### src/rtl/cs_pkg.sv
package cs_pkg;
  localparam int CS_HALF_W_DEF = 12;
  localparam int CS_DEPTH_DEF  = 32;

  typedef enum logic {
    PH_IDLE = 1'b0,
    PH_HIGH = 1'b1
  } cs_phase_e;
endpackage

### src/rtl/cs_deser.sv
module cs_deser
  import cs_pkg::*;
#(
  parameter int HALF_W = CS_HALF_W_DEF,
  localparam int WORD_W = 2 * HALF_W
) (
  input  logic              clk,
  input  logic              rst,
  input  logic              slot_i,
  input  logic [HALF_W-1:0] casc_i,
  output logic              take_o,
  output logic              push_o,
  output logic [WORD_W-1:0] word_o
);
  cs_phase_e         ph_q;
  logic [HALF_W-1:0] lo_q;

  assign take_o = slot_i && (ph_q == PH_IDLE);
  assign push_o = (ph_q == PH_HIGH);
  assign word_o = {casc_i, lo_q};

  always_ff @(posedge clk) begin
    if (rst) begin
      ph_q <= PH_IDLE;
      lo_q <= '0;
    end else begin
      ph_q <= take_o ? PH_HIGH : PH_IDLE;
      if (take_o) lo_q <= casc_i;
    end
  end
endmodule

### src/rtl/cs_delay.sv
module cs_delay #(
  parameter int WORD_W = 24,
  parameter int DEPTH  = 32,
  localparam int AW    = (DEPTH > 1) ? $clog2(DEPTH) : 1
) (
  input  logic              clk,
  input  logic              rst,
  input  logic              push_i,
  input  logic [WORD_W-1:0] word_i,
  output logic [WORD_W-1:0] tail_o
);
  logic [WORD_W-1:0] mem [DEPTH];
  logic [AW-1:0]     wptr_q;
  logic [AW-1:0]     wptr_inc;
  logic [AW-1:0]     raddr;

  assign wptr_inc = (wptr_q == AW'(DEPTH - 1)) ? '0 : wptr_q + 1'b1;
  // read the slot that becomes oldest once this write lands
  assign raddr    = push_i ? wptr_inc : wptr_q;

  always_ff @(posedge clk) begin
    if (push_i) mem[wptr_q] <= word_i;
    tail_o <= mem[raddr];
  end

  always_ff @(posedge clk) begin
    if (rst)         wptr_q <= '0;
    else if (push_i) wptr_q <= wptr_inc;
  end
endmodule

### src/rtl/cs_adder.sv
module cs_adder #(
  parameter int WORD_W = 24
) (
  input  logic [WORD_W-1:0] a_i,
  input  logic [WORD_W-1:0] b_i,
  output logic [WORD_W-1:0] sum_o,
  output logic              ovf_o
);
  always_comb begin
    sum_o = a_i + b_i;
    ovf_o = (a_i[WORD_W-1] == b_i[WORD_W-1]) &&
            (sum_o[WORD_W-1] != a_i[WORD_W-1]);
  end
endmodule

### src/rtl/cs_serial.sv
module cs_serial #(
  parameter int HALF_W = 12,
  localparam int WORD_W = 2 * HALF_W
) (
  input  logic              clk,
  input  logic              rst,
  input  logic              take_i,
  input  logic [WORD_W-1:0] sum_i,
  input  logic              ovf_i,
  output logic [HALF_W-1:0] dout_o,
  output logic              outrdy_o,
  output logic [HALF_W-1:0] res_lo_o,
  output logic [HALF_W-1:0] res_hi_o,
  output logic              ovf_o
);
  logic [HALF_W-1:0] lo_q;
  logic [HALF_W-1:0] hi_q;

  always_ff @(posedge clk) begin
    if (rst) begin
      dout_o   <= '0;
      outrdy_o <= 1'b1;
      res_lo_o <= '0;
      res_hi_o <= '0;
      ovf_o    <= 1'b0;
      lo_q     <= '0;
      hi_q     <= '0;
    end else begin
      ovf_o <= 1'b0;
      if (take_i) begin
        dout_o   <= sum_i[HALF_W-1:0];
        outrdy_o <= 1'b0;
        lo_q     <= sum_i[HALF_W-1:0];
        hi_q     <= sum_i[WORD_W-1:HALF_W];
        ovf_o    <= ovf_i;
      end else if (!outrdy_o) begin
        dout_o   <= hi_q;
        outrdy_o <= 1'b1;
        res_lo_o <= lo_q;
        res_hi_o <= hi_q;
      end
    end
  end
endmodule

### src/rtl/cascade_sum_serializer.sv
module cascade_sum_serializer
  import cs_pkg::*;
#(
  parameter int HALF_W = CS_HALF_W_DEF,
  parameter int DEPTH  = CS_DEPTH_DEF,
  localparam int WORD_W = 2 * HALF_W
) (
  input  logic              clk,
  input  logic              rst,
  input  logic              slot_i,
  input  logic [WORD_W-1:0] acc_i,
  input  logic [HALF_W-1:0] casc_i,
  output logic [HALF_W-1:0] dout_o,
  output logic              outrdy_o,
  output logic [HALF_W-1:0] res_lo_o,
  output logic [HALF_W-1:0] res_hi_o,
  output logic              ovf_o
);
  logic              take;
  logic              push;
  logic [WORD_W-1:0] word;
  logic [WORD_W-1:0] tail;
  logic [WORD_W-1:0] sum;
  logic              ovf;

  cs_deser #(.HALF_W(HALF_W)) u_deser (
    .clk(clk), .rst(rst), .slot_i(slot_i), .casc_i(casc_i),
    .take_o(take), .push_o(push), .word_o(word)
  );

  cs_delay #(.WORD_W(WORD_W), .DEPTH(DEPTH)) u_delay (
    .clk(clk), .rst(rst), .push_i(push), .word_i(word), .tail_o(tail)
  );

  cs_adder #(.WORD_W(WORD_W)) u_add (
    .a_i(acc_i), .b_i(tail), .sum_o(sum), .ovf_o(ovf)
  );

  cs_serial #(.HALF_W(HALF_W)) u_ser (
    .clk(clk), .rst(rst), .take_i(take), .sum_i(sum), .ovf_i(ovf),
    .dout_o(dout_o), .outrdy_o(outrdy_o), .res_lo_o(res_lo_o),
    .res_hi_o(res_hi_o), .ovf_o(ovf_o)
  );
endmodule

### config.mk
export PLATFORM = sky130hd
export DESIGN_NAME = cascade_sum_serializer
export DESIGN_NICKNAME = d
export VERILOG_FILES = /design/src/rtl/cs_pkg.sv /design/src/rtl/cs_deser.sv /design/src/rtl/cs_delay.sv /design/src/rtl/cs_adder.sv /design/src/rtl/cs_serial.sv /design/src/rtl/cascade_sum_serializer.sv
export SDC_FILE = /design/constraint.sdc
export NUM_CORES = 1
export LEC_CHECK = 0
export BUFFER_PORTS_ARGS = -buffer_cell sky130_fd_sc_hd__buf_2
export CAP_MARGIN = 20
export CORE_UTILIZATION = 30
export DETAILED_ROUTE_END_ITERATION = 8
export SKIP_LAST_GASP = 1
export SYNTH_ARGS = -nofsm -noshare
export SYNTH_HDL_FRONTEND = slang
export SYNTH_HIERARCHICAL = 1
export SYNTH_SLANG_ARGS = --single-unit
### constraint.sdc
create_clock -name clk -period 3.2 [get_ports clk]
set_clock_uncertainty 0.15 [all_clocks]
set_input_delay 0.96 -clock clk [delete_from_list [all_inputs] [get_ports clk]]
set_output_delay 0.96 -clock clk [all_outputs]
set_load 0.05 [all_outputs]
==> flow_metrics.py <==
metrics = {
    "run_status": {
        "status": "finished, final reports clean",
    },
    "synthesis": {
        "yosys.cell_types.count": 79,
        "netlist_area_sq_mm": 0.0356,
        "synth_top_area_share_pct": 64.7,
        "synth_ff_type": "edfxtp_1",
        "synth-edff-count": 768,
        "netlist_instances": 2180,
        "synth_nets": 2248,
        "synth_common_cells": "768 x edfxtp_1, 132 x a211oi_1, 131 x mux2i_1",
        "yosys_warnings": 6,
        "seq_area_frac_synth_pct": 70.6,
        "synth_most_common_cell": "edfxtp_1",
        "synth_area_leaders": "edfxtp_1 65%, dfxtp_1 5.8%, mux4_2 4.7%",
        "synth_top_cell_by_area": "edfxtp_1",
        "yosys_register_bits": 872,
        "async_flop_share_pct": 0,
        "avgSynthCellArea_sq_um": 16.3,
    },
    "die": {
        "dieArea_sq_mm": 0.120,
        "die_w_microns": 347,
        "die_h_microns": 347,
        "io_pins": 77,
        "initial_core_util_pct": 30.2,
        "num_rows": 126,
        "core_area_sq_mm": 0.118,
    },
    "placement": {
        "dp.cells": 3794,
        "portBuffers": 76,
        "post-place-ws_ns": -0.222,
        "gp_congestion": 0.898,
        "dpl_cell_area_sq_mm": 0.0388,
        "hpwl_mm": 57.6,
    },
    "global_routing": {
        "antenna_found_initial": 5,
        "grt_use_total_pct": 15.1,
        "grt_first_pass_wirelength_mm": 137,
        "grt_pass1_vias": 21000,
        "grt_max_degree": 61,
        "overflow": 0,
    },
    "layout": {
        "fillers": 10900,
        "final_nets": 2441,
        "area_delta_synth_final_pct": 18.8,
        "stdcell_count": 3986,
        "regArea_sq_mm": 0.0251,
        "drive_above_1_share_pct": 25.9,
        "fin_util_pct": 35.9,
        "design_area_sq_mm": 0.0423,
        "multi_input_area_sq_mm": 0.00989,
    },
    "clocking": {
        "cts_buffers": 89,
        "htreeDepth": 3,
        "cts.sinks": 872,
        "clk_pin_slew_ns": 0.06,
        "clock_latency_ns": 0.66,
        "cts_buffer_depth": 3,
        "cts-root-buf": "clkbuf_16",
        "postCtsHoldBufs": 0,
        "tritoncts": "built",
    },
    "power": {
        "p_leak_nw": 13.8,
        "peakVddDrop_mv": 0.416,
        "total_power_mw": 25.7,
        "power_density_mw_per_mm2": 607,
    },
    "drt": {
        "drtAntennaViolNets": 0,
        "drcViolationCount": 0,
        "route.vias.total": 21100,
        "dr.pass1.iters": 7,
        "wl_per_cell_microns": 23.5,
        "drt_iter0_markers": 2024,
        "viasPerCell": 5.29,
        "drt-total-wl_mm": 93.9,
    },
    "critical_path": {
        "start_kind": "flop",
        "setup.worst_path.end_class": "flop",
        "crit_type": "flop to flop",
        "critPathRequiredTime_ns": 3.58,
        "cp_cell_sequence": "ha_2 > and3_4 > ha_4 > buf_4 > nor2b_1 > mux2i_2 > and2_4 > buf_12 > buf_12 > mux2_2 > a22o_1 > nor4_2",
        "slowest_delay_ns": 0.35,
        "crit_path_top_delay_cell": "dfxtp_1",
        "cp.arrival_ns": 3.51,
        "worst_path_most_repeated_cell": "buf_12",
        "worstPathMaxFanout": 14,
    },
    "timing": {
        "fmax_ghz": 0.320,
        "slew_viol_final": 0,
        "period_share_pct": 97.7,
        "finalCriticalPeriod_ns": 3.13,
        "max-slew-margin-rel_pct": 48.0,
        "tns_ns": 0,
        "worst_pin_slew_ns": 0.780,
        "finalSetupViolCount": 0,
        "hold_violations": 0,
        "hold_ws_ns": 0.319,
        "setup_slack_ns": 0.0730,
        "rsz0062_at_grt": "yes",
    },
    "min_path": {
        "hold_path.class": "flop to flop",
    },
    "job": {
        "cap_violations": 0,
    },
}
## cells in the final DEF (no fill, tap or decap), types with 10 or more instances in the layout
cell	count
a211oi_1	131
a21oi_1	74
a221oi_1	47
a22o_1	24
a311oi_1	23
and3_1	45
buf_12	29
buf_2	76
buf_4	144
clkbuf_1	16
clkbuf_16	96
clkbuf_8	12
clkinv_1	16
clkinv_2	13
dfxtp_1	102
edfxtp_1	768
ha_1	26
inv_1	10
mux2_2	46
mux2i_1	131
mux4_2	74
nand2_1	99
nand2b_1	18
nand4bb_1	12
nor2_1	41
nor2_2	35
nor2b_1	16
nor4_2	18
o21ai_0	34
o22ai_1	25
o41ai_1	21
or3b_1	24
or4_1	23
xnor2_1	14
## report_power, final
part | switching [mW] | internal [mW] | total [mW]
Combinational | 1.50 | 1.03 | 2.53
Sequential | 0.188 | 12.6 | 12.8
Clock | 4.41 | 6.01 | 10.4
## worst paths after layout
| path | to | from | slack, ns | cells past startpoint |
|---|---|---|---|---|
| worst max-delay path | u_delay/tail_o[17] | u_delay/wptr_q[1] | 0.07 | 12 |
| worst min-delay path | u_ser/res_lo_o[4] | u_ser/res_lo_o[4] | 0.32 | 2 |
| worst max register to register | u_delay/tail_o[17] | u_delay/wptr_q[1] | 0.07 | 12 |
| worst min register to register | u_ser/res_lo_o[4] | u_ser/res_lo_o[4] | 0.32 | 2 |
## final cells by class
class,count,area share [%]
multi-input combinational,1137,23.4
clock buffer,122,6.00
tap,1536,4.54
sequential,872,59.4
clock inverter,45,1.00
antenna,1,0.00591
inverter,10,0.0887
timing repair buffer,263,5.59
## worst max-delay path, delay by kind of cell, from the launching register on
| kind | cells | cell delay [ns] |
|---|---|---|
| adder cells (fa/ha/maj) | 2 | 0.36 |
| AO/OA/AOI/OAI | 1 | 0.25 |
| AND/OR/NAND/NOR | 4 | 0.81 |
| flip-flops | 1 | 0.35 |
| buffers and inverters | 3 | 0.46 |
| multiplexers | 2 | 0.59 |
## per-layer routing
| metal | track usage (%) | vias to the layer above | wire, microns |
|---|---|---|---|
| li1 | - | 9203 | - |
| met1 | 20.3 | 10900 | 39900 |
| met2 | 24.5 | 848 | 44500 |
| met3 | 2.99 | 147 | 7250 |
| met4 | 4.49 | 2 | 2160 |
| met5 | 0 | - | 13 |
## what timing repair did
item	4_1_cts	5_1_grt
setup buffers	8	5
cloned	1	4
gates resized for setup	7	18
setup endpoints to repair	22	21
hold endpoints to repair	0	0
pin swaps	3	5
## registers in the layout, indices dropped and copies added (netlist names)
register,cells
u_ser/res_hi_o,12
u_delay/tail_o,24
u_ser/res_lo_o,12
u_deser/push_o,1
u_ser/dout_o,12
u_ser/hi_q,12
u_deser/lo_q,12
u_ser/lo_q,12
u_ser/ovf_o,1
u_ser/outrdy_o,1
u_delay/wptr_q,5
u_delay/mem,768
## logic make-up after synthesis
kind of cell    Yosys count  share of synthesized area (%)
buf+inv                 172                           2.47
simple gates            383                           6.30
mux                     252                           9.85
flops                   872                           70.6
fa+ha+maj                29                           1.04
compound gates          449                           9.22
xor+xnor                 23                          0.565
Note: power is estimated with default switching activity, not from simulation.
